--- src/rtl/hdlc_rx_pkg.sv ---
`timescale 1ns/1ps
package hdlc_rx_pkg;

    localparam int OCTET      = 8;
    localparam int STUFF_RUN  = 5;   // ones after which a zero is inserted
    localparam int FLAG_RUN   = 6;   // ones inside a flag
    localparam int ABORT_RUN  = 7;   // ones that mark an abort
    localparam int IDLE_RUN   = 15;  // ones that mark an idle line
    localparam int LAG        = STUFF_RUN + 1; // flag bits seen as data before detection
    localparam int MIN_FRAME  = 3;   // fewest bytes of a kept frame
    localparam int CRC_W      = 16;
    localparam logic [CRC_W-1:0] CRC_POLY_REV = 16'h8408;
    localparam logic [CRC_W-1:0] CRC_INIT     = 16'hFFFF;
    localparam logic [CRC_W-1:0] CRC_RESIDUE  = 16'hF0B8;

    typedef enum logic [2:0] {
        ST_NONE     = 3'd0,
        ST_GOOD     = 3'd1,
        ST_FCS_BAD  = 3'd2,
        ST_OVERRUN  = 3'd3,
        ST_TOO_LONG = 3'd4,
        ST_ABORTED  = 3'd5
    } rx_status_e;

    typedef enum logic [1:0] {
        RX_HUNT,
        RX_FRAME,
        RX_HALT
    } rx_state_e;

    typedef struct packed {
        logic flag;
        logic abort;
        logic data_en;
        logic data_bit;
    } line_evt_t;

    function automatic logic [CRC_W-1:0] crc_step(input logic [CRC_W-1:0] c,
                                                  input logic [OCTET-1:0] b);
        logic [CRC_W-1:0] r;
        r = c;
        for (int k = 0; k < OCTET; k++) begin
            if (r[0] ^ b[k]) r = (r >> 1) ^ CRC_POLY_REV;
            else             r = r >> 1;
        end
        return r;
    endfunction

endpackage

--- src/rtl/hdlc_rx_linecode.sv ---
`timescale 1ns/1ps
module hdlc_rx_linecode
    import hdlc_rx_pkg::*;
(
    input  logic      clk,
    input  logic      rst,
    input  logic      bit_valid,
    input  logic      bit_in,
    output line_evt_t evt,
    output logic      line_idle
);
    localparam int ONES_W = $clog2(IDLE_RUN + 1);
    localparam logic [ONES_W-1:0] ONES_MAX = ONES_W'(IDLE_RUN);

    logic [ONES_W-1:0] ones_q;
    logic [ONES_W-1:0] ones_inc;

    assign ones_inc = (ones_q == ONES_MAX) ? ONES_MAX : ones_q + 1'b1;

    always_comb begin
        evt = '0;
        evt.data_bit = bit_in;
        if (bit_valid) begin
            if (bit_in) begin
                evt.data_en = (ones_inc <= ONES_W'(STUFF_RUN));
                evt.abort   = (ones_inc == ONES_W'(ABORT_RUN));
            end else begin
                evt.flag    = (ones_q == ONES_W'(FLAG_RUN));
                evt.data_en = (ones_q <  ONES_W'(STUFF_RUN));
            end
        end
    end

    always_ff @(posedge clk) begin
        if (rst) begin
            ones_q <= '0;
        end else if (bit_valid) begin
            ones_q <= bit_in ? ones_inc : '0;
        end
    end

    assign line_idle = (ones_q == ONES_MAX);

endmodule

--- src/rtl/hdlc_rx_octet.sv ---
`timescale 1ns/1ps
module hdlc_rx_octet
    import hdlc_rx_pkg::*;
(
    input  logic             clk,
    input  logic             rst,
    input  logic             clr,
    input  logic             bit_en,
    input  logic             bit_val,
    output logic             byte_done,
    output logic [OCTET-1:0] byte_val,
    output logic             aligned
);
    localparam int SR_W  = OCTET + LAG;
    localparam int CNT_W = $clog2(SR_W + 1);

    logic [SR_W-1:0]  sr_q;
    logic [SR_W-1:0]  sr_n;
    logic [CNT_W-1:0] cnt_q;

    assign sr_n      = {bit_val, sr_q[SR_W-1:1]};
    assign byte_done = bit_en && (cnt_q == CNT_W'(SR_W - 1));
    assign byte_val  = sr_n[OCTET-1:0];
    assign aligned   = (cnt_q == CNT_W'(LAG));

    always_ff @(posedge clk) begin
        if (rst) begin
            sr_q  <= '0;
            cnt_q <= '0;
        end else if (clr) begin
            cnt_q <= '0;
        end else if (bit_en) begin
            sr_q  <= sr_n;
            cnt_q <= byte_done ? CNT_W'(LAG) : cnt_q + 1'b1;
        end
    end

endmodule

--- src/rtl/hdlc_rx_fcs.sv ---
`timescale 1ns/1ps
module hdlc_rx_fcs
    import hdlc_rx_pkg::*;
(
    input  logic             clk,
    input  logic             rst,
    input  logic             clr,
    input  logic             upd,
    input  logic [OCTET-1:0] byte_in,
    output logic             ok
);
    logic [CRC_W-1:0] crc_q;

    always_ff @(posedge clk) begin
        if (rst || clr) begin
            crc_q <= CRC_INIT;
        end else if (upd) begin
            crc_q <= crc_step(crc_q, byte_in);
        end
    end

    assign ok = (crc_q == CRC_RESIDUE);

endmodule

--- src/rtl/hdlc_rx_core.sv ---
`timescale 1ns/1ps
module hdlc_rx_core
    import hdlc_rx_pkg::*;
#(
    parameter int LEN_W = 11
) (
    input  logic             clk,
    input  logic             rst,
    input  logic             bit_valid,
    input  logic             bit_in,
    input  logic [LEN_W-1:0] max_len,
    input  logic             rx_clear,
    output logic             byte_req,
    output logic [7:0]       byte_data,
    input  logic             byte_ack,
    output logic             irq,
    output logic [2:0]       status,
    output logic             line_idle
);
    line_evt_t        evt;
    logic             byte_done;
    logic [OCTET-1:0] byte_val;
    logic             aligned;
    logic             crc_ok;

    rx_state_e        state_q;
    rx_status_e       status_q;
    logic             irq_q;
    logic             req_q;
    logic [OCTET-1:0] data_q;
    logic [LEN_W-1:0] count_q;
    logic [LEN_W-1:0] count_inc;
    logic             sink_busy;

    hdlc_rx_linecode u_line (
        .clk       (clk),
        .rst       (rst),
        .bit_valid (bit_valid),
        .bit_in    (bit_in),
        .evt       (evt),
        .line_idle (line_idle)
    );

    hdlc_rx_octet u_octet (
        .clk       (clk),
        .rst       (rst),
        .clr       (evt.flag),
        .bit_en    (evt.data_en),
        .bit_val   (evt.data_bit),
        .byte_done (byte_done),
        .byte_val  (byte_val),
        .aligned   (aligned)
    );

    hdlc_rx_fcs u_fcs (
        .clk     (clk),
        .rst     (rst),
        .clr     (evt.flag),
        .upd     (byte_done),
        .byte_in (byte_val),
        .ok      (crc_ok)
    );

    assign count_inc = count_q + 1'b1;
    assign sink_busy = req_q && !byte_ack;

    always_ff @(posedge clk) begin
        if (rst) begin
            state_q  <= RX_HUNT;
            status_q <= ST_NONE;
            irq_q    <= 1'b0;
            req_q    <= 1'b0;
            data_q   <= '0;
            count_q  <= '0;
        end else begin
            if (req_q && byte_ack) req_q <= 1'b0;
            unique case (state_q)
                RX_HUNT: begin
                    if (evt.flag) begin
                        state_q <= RX_FRAME;
                        count_q <= '0;
                    end
                end
                RX_FRAME: begin
                    if (evt.flag) begin
                        if (count_q < LEN_W'(MIN_FRAME)) begin
                            count_q <= '0;
                        end else begin
                            state_q  <= RX_HALT;
                            irq_q    <= 1'b1;
                            req_q    <= 1'b0;
                            status_q <= (crc_ok && aligned) ? ST_GOOD : ST_FCS_BAD;
                        end
                    end else if (evt.abort) begin
                        if (count_q == '0) begin
                            state_q <= RX_HUNT;
                        end else begin
                            state_q  <= RX_HALT;
                            irq_q    <= 1'b1;
                            req_q    <= 1'b0;
                            status_q <= ST_ABORTED;
                        end
                    end else if (byte_done) begin
                        if (sink_busy) begin
                            state_q  <= RX_HALT;
                            irq_q    <= 1'b1;
                            req_q    <= 1'b0;
                            status_q <= ST_OVERRUN;
                        end else if (count_inc == max_len) begin
                            state_q  <= RX_HALT;
                            irq_q    <= 1'b1;
                            req_q    <= 1'b0;
                            status_q <= ST_TOO_LONG;
                        end else begin
                            req_q   <= 1'b1;
                            data_q  <= byte_val;
                            count_q <= count_inc;
                        end
                    end
                end
                RX_HALT: begin
                    req_q <= 1'b0;
                    if (rx_clear) begin
                        state_q  <= RX_HUNT;
                        irq_q    <= 1'b0;
                        status_q <= ST_NONE;
                    end
                end
                default: state_q <= RX_HUNT;
            endcase
        end
    end

    assign byte_req  = req_q;
    assign byte_data = data_q;
    assign irq       = irq_q;
    assign status    = status_q;

endmodule

--- config.mk ---
export PLATFORM = sky130hd
export DESIGN_NAME = hdlc_rx_core
export DESIGN_NICKNAME = d
export VERILOG_FILES = /design/src/rtl/hdlc_rx_pkg.sv /design/src/rtl/hdlc_rx_linecode.sv /design/src/rtl/hdlc_rx_octet.sv /design/src/rtl/hdlc_rx_fcs.sv /design/src/rtl/hdlc_rx_core.sv
export SDC_FILE = /design/constraint.sdc
export NUM_CORES = 1
export LEC_CHECK = 0
export BUFFER_PORTS_ARGS = -buffer_cell sky130_fd_sc_hd__clkbuf_2
export CAP_MARGIN = 5
export CORE_MARGIN = 1.5
export CORE_UTILIZATION = 45
export DETAILED_ROUTE_END_ITERATION = 12
export PLACE_DENSITY = 0.65
export RECOVER_POWER = 100
export REMOVE_ABC_BUFFERS = 1
export SYNTH_ARGS = -nofsm -noshare
export SYNTH_HDL_FRONTEND = slang
export SYNTH_SLANG_ARGS = --single-unit
--- constraint.sdc ---
create_clock -name clk -period 2.4 [get_ports clk]
set_input_delay 0.12 -clock clk [delete_from_list [all_inputs] [get_ports clk]]
set_output_delay 0.12 -clock clk [all_outputs]
set_load 0.03 [all_outputs]
After elaboration in Yosys (flattened, before gate mapping). Cells that the tools add are included.

Reduce and logical (&&, ||, !) cells: 16. Bitwise operators: 20. Equality and inequality tests: 20. Add/sub/neg operators: 3. $lt $le $gt $ge: 3. Mux-type cells: 75.

Operators with widths (number): 16-bit 2-to-1 mux (22); 11-bit 2-to-1 mux (7); 3-bit 2-to-1 mux (9); 2-bit inverter with 3-bit output (8); 11-bit one-hot mux with 2 select lines (1); 2-bit 2-to-1 mux (10); 1-bit 2-to-1 mux (19); 16-bit equality test, second input constant (1); 4-bit by 3-bit equality test with 1-bit output, second input constant (3); 4-bit 2-to-1 mux (3); 6-bit AND reduction (2); 11-bit by 1-bit adder with 11-bit output, second input constant (1); 11-bit equality test (1); 11-bit logical NOT (1); 11-bit by 2-bit less-than comparator with 1-bit output, second input constant (1); 3-bit by 2-bit inequality test with 1-bit output, second input constant (3); 4-bit by 1-bit adder with 4-bit output, second input constant (2); 4-bit equality test, second input constant (2); 1-bit XOR (8); 7-bit AND reduction (1); 3-bit inequality test, second input constant (2); 2-bit one-hot mux with 3 select lines (1); 3-bit one-hot mux with 2 select lines (1); 5-bit by 4-bit inequality test with 1-bit output, second input constant (1); 19 further kinds (27).

Word-level logic and storage cells: 147. Output and inout bits: 14. Flip-flop bits (word level): 64. Bits of input ports: 17.

Depth between registers and ports, before layout.
Word-level depth: 34. Depth in mapped cells: 11. Gate-level depth less buffers: 9.

Cells and area by module. Synthesis repeated with hierarchy kept, for this count alone.

Cell total of the unflattened synthesis: 457. Area total of the unflattened synthesis: 3965.1 um^2.

Modules (own cells, without submodules): hdlc_rx_core (seq. area each 520.5 um^2, times used 1, cells an instance 237, area each 1929.4 um^2); hdlc_rx_fcs (seq. area each 320.3 um^2, times used 1, cells an instance 88, area each 963.4 um^2); hdlc_rx_octet (seq. area each 340.3 um^2, times used 1, cells an instance 92, area each 743.2 um^2); hdlc_rx_linecode (seq. area each 80.1 um^2, times used 1, cells an instance 40, area each 329.1 um^2).

Least setup slack after synthesis. No wires, ideal clock.

Kind: register to register. From: reg u_line.ones_q[0]. To: reg irq_q, in the netlist irq. Path buffers: 0. Required time: 2.279 ns. Stages on the path, launching flop included: 10. Period minus slack after synthesis: 2.687 ns. Arrival: 2.565 ns. Path slack: -0.287 ns. Setup time: 0.121 ns. Path through: dfxtp_1 > inv_1 > ha_1 > nor2b_1 > a221oi_1 > o221a_2 > a211o_1 > or3_1 > a31o_2 > mux2_4.

Longest elaborated chain between the ends: 8. Elaborated cells between the ends (all ways): 20. Classes of those cells: add/sub: 1; order compare: 2; eq/ne: 7; mux: 8; reduce/logical: 2.

Ends and longest elaborated chain: from (decl) (line hdlc_rx_linecode.sv:15) `logic [ONES_W-1:0] ones_q;`; from (signal assigned) (line hdlc_rx_linecode.sv:38) `ones_q <= bit_in ? ones_inc : '0;`; 4-bit by 1-bit adder with 4-bit output / 4-bit equality test (equally long branches) (line hdlc_rx_linecode.sv:18) `assign ones_inc = (ones_q == ONES_MAX) ? ONES_MAX : ones_q + 1'b1;`; 4-bit 2-to-1 mux (line hdlc_rx_linecode.sv:18); 4-bit by 3-bit <= comparator with 1-bit output / 4-bit by 3-bit equality test with 1-bit output (equally long branches) (line hdlc_rx_linecode.sv:25, hdlc_rx_linecode.sv:26); 1-bit 2-to-1 mux (line hdlc_rx_linecode.sv:24) `if (bit_in) begin`; 3-bit 2-to-1 mux (*) (line hdlc_rx_linecode.sv:23) `if (bit_valid) begin`; 1-bit logical AND / 1-bit 2-to-1 mux (equally long branches) (line hdlc_rx_octet.sv:22, hdlc_rx_core.sv:94); 4-bit by 2-bit inequality test with 1-bit output (no line) / 1-bit 2-to-1 mux (equally long branches); 6-bit AND reduction (no line) / 1-bit one-hot mux with 2 select lines (equally long branches); to (signal assigned) (line hdlc_rx_core.sv:71) `irq_q <= 1'b0;`; to (signal assigned) (line hdlc_rx_core.sv:90) `irq_q <= 1'b1;`; to (signal assigned) (line hdlc_rx_core.sv:99) `irq_q <= 1'b1;`; to (decl) (line hdlc_rx_core.sv:28) `logic irq_q;`.

Mark *: on every way between the ends. The rest lies on a longest branch, timed or not. A chain may end at the register's enable or synchronous reset.

Worst setup path in the final report. Ends and elaborated chain as after synthesis.

==> flow_summary_export.csv <==
group,metric,value,unit
run_status,status,"finished, violations left",
run_status,failed_checks,"setup timing",
synth,netlist.top_cell.by_area,"dfxtp_1",
synth,synth.mux.area_fraction,5.02,%
die,core_area,7850,sq um
synth,synth.most_common_cell,"dfxtp_1",
synth,synth_area_leaders,"dfxtp_1 34%, nand2_1 5.6%, xnor2_1 5.5%, mux2i_1 4.6%, ha_1 4.1%",
sta,layout_min_cycle_time,2.46,ns
power,power.internal,0.00175,W
setup_path,startpoint_type,"flop",
sta,finalSetupViolCount,18,
routing,drc,0,
synth,yosysTopAreaCellShare,34.2,%
sta,holdWs,0.0819,ns
sta,max_slew.worst_pin.slew,0.556,ns
synth,syn-instance-count,448,
synth,synth_compound_area_share,19.6,%
global_route,grt_util_all_layers,23.5,%
synth,synth_edf_count,0,
final_layout,fin_nets,561,
synth,yosysSeqAreaShare,34.2,%
final_layout,n_antenna_cell,0,
power,pwr-share-seq,46.3,%
sta,post-route-period-util,103,%
power,p_comb_share,7.1,%
die,ioPinCount,31,
place,dp_hpwl,6850,microns
die,die-area,8750,sq um
synth,synth_top_family_by_area,"simple AND/OR/NAND/NOR gates",
sta,skew,0.0116,ns
clock_network,htree_levels,3,
clock_network,cts_tree,"yes",
sta,rsz0062_at_grt,"true",
global_route,grt_max_degree,30,
power,p_leak,1.93,nW
global_route,grt_pass1_vias,3547,
synth,postSynthAreaPerCell,8.24,sq um
clock_network,clk_path_buf_depth,2,
global_route,grt_antenna_before_repair,0,
global_route,overflow,0,
global_route,grt_pass1_wl,16300,microns
synth,synth_simple_gate_area_share,23.6,%
routing,wire_per_inst,15.5,microns
hold_path,hold_path_class,"input pin to flop",
synth,synthDistinctLibCells,55,
place,portBuffers,30,
clock_network,path_clk_slew,0.08,ns
die,die_h,93.6,microns
routing,vias,3621,
setup_path,r2r_setup_slack,-0.06,ns
setup_path,crit_type,"flop to flop",
sta,hold_viol,0,
power,power_density,475,nW/um^2
die,fp.dieW,93.6,microns
die,initial_utilization,47.0,%
routing,drt_iter0_drc,197,
clock_network,cts_num_sinks,63,
routing,firstDrtPassIters,4,
synth,synthXorXnorAreaFrac,8.78,%
setup_path,end_kind,"flop",
sta,relSlewSlack,62.8,%
die,rows,32,
final_layout,area_delta_synth_final,31.2,%
sta,setup_ws,-0.0608,ns
routing,drtAntennaViolNets,0,
power,ir_drop,0.298,mV
synth,synthArstFlopShare,0,%
sta,fmax,0.406,GHz
synth,synth-adder-area-share,4.07,%
synth,syn_area,3690,sq um
synth,synthFlopType,"dfxtp_1",
sta,drv_slew,0,
power,switching_share,24.2,%
clock_network,numCtsBuffers,9,
power,clkPwrFrac,46.6,%
routing,wirelength,9880,microns
clock_network,clk_latency,0.35,ns
place,place_congestion,0.886,
setup_path,crit_fanout,3,
synth,yosys-top-cells-count,"63 x dfxtp_1, 55 x nand2_1, 32 x nor2_1",
power,switchingPower,0.000556,W
synth,yosys_warnings,0,
routing,post_drt_via_cell_ratio,5.67,
clock_network,clock-root-buffer,"clkbuf_8",
synth,ys_ff_latch,63,
setup_path,crit_arrival,2.69,ns
final_layout,layout-drive-gt1-share,26.1,%
run,cap_violations,0,
setup_path,worstPathRequired,2.63,ns
final_layout,final_util,61.7,%
-- cell type report --
class / instances / area, sq um
fill: 712 / 3010
multi-input combinational: 344 / 2460
sequential: 63 / 1270
timing repair buffer: 100 / 696
clock buffer: 10 / 138
tap: 102 / 128
clock inverter: 6 / 92.6
inverter: 14 / 55.1
-- through the flow --
step                instances  area (sq um)  power, W  setup TNS (ns)  worst slack, ns
finish                    639          4840   0.00230          -0.601          -0.0608
floorplan                 421          3570   0.00116          -29.53            -1.27
global placement          612          4300   0.00123           -2.70           -0.197
global route              639          4840   0.00237           -2.14           -0.136
detailed placement        612          4300   0.00124           -4.44           -0.257
CTS                       631          4710   0.00230         -0.0335          -0.0241
-- final timing paths --
check	startpoint	end	cells after the start
worst max-delay path	u_line.ones_q[0]	irq	9
worst max register to register	u_line.ones_q[0]	irq	9
worst min-delay path	rst	byte_req	2
worst min register to register	status[0]	status[0]	2
-- cells in the final DEF (no fill, tap or decap), types with 17 or more instances in the layout --
cell / instances
a21oi_1: 21
buf_4: 56
dfxtp_1: 58
mux2i_1: 17
nand2_1: 55
nand3_1: 19
nor2_1: 31
o211ai_1: 17
o21ai_0: 18
xnor2_1: 22
-- registers in the layout, summed over array words and instances, names as in the netlist --
name and flops:
u_fcs.crc_q 16, u_octet.sr_q 13, count_q 11, byte_data 8
u_line.ones_q 4, u_octet.cnt_q 4, status 3, state_q 2
byte_req 1, irq 1
-- layer usage --
layer  part of all wire [%]  track usage (%)  vias up  wire, microns
li1                       -                -     1787              -
met1                     46             30.3     1734           4590
met2                     48             39.1       84           4750
met3                    3.4             3.01       16            339
met4                    2.0             10.3        0            197
met5                      0                0        -              0
-- worst max-delay path: stages (launching register included) --
cell and delay [ns]:
dfxtp_4 0.38, buf_6 0.10, buf_4 0.11, and2_4 0.15
nand3_4 0.08, o22a_1 0.24, a211o_1 0.35, or3_4 0.40
a31o_4 0.25, mux2_4 0.29
-- cells by family (layout without fill, tap and decap cells) --
group | count (synthesis) | count (layout)
multiplexers | 18 | 18
AO/OA/AOI/OAI | 109 | 109
AND/OR/NAND/NOR | 168 | 168
XOR/XNOR | 37 | 37
buffers and inverters | 41 | 130
flip-flops | 63 | 63
adder cells (fa/ha/maj) | 12 | 12
-- power by group through the flow --
stage          registers [W]  logic (W)  clock network (W)
2_1_floorplan        0.00109  0.0000750                  0
3_3_place_gp         0.00109   0.000144                  0
3_5_place_dp         0.00109   0.000148                  0
4_1_cts              0.00106   0.000156            0.00108
5_1_grt              0.00107   0.000179            0.00112
6_report             0.00107   0.000163            0.00107
-- what timing repair did --
action,CTS,global route
resized for setup,35,23
buffers inserted,3,7
pin swaps,12,3
hold buffers,0,0
endpoints found under the setup margin,26,28
cloned,0,1
No activity file was read; power rests on OpenSTA's default activity.
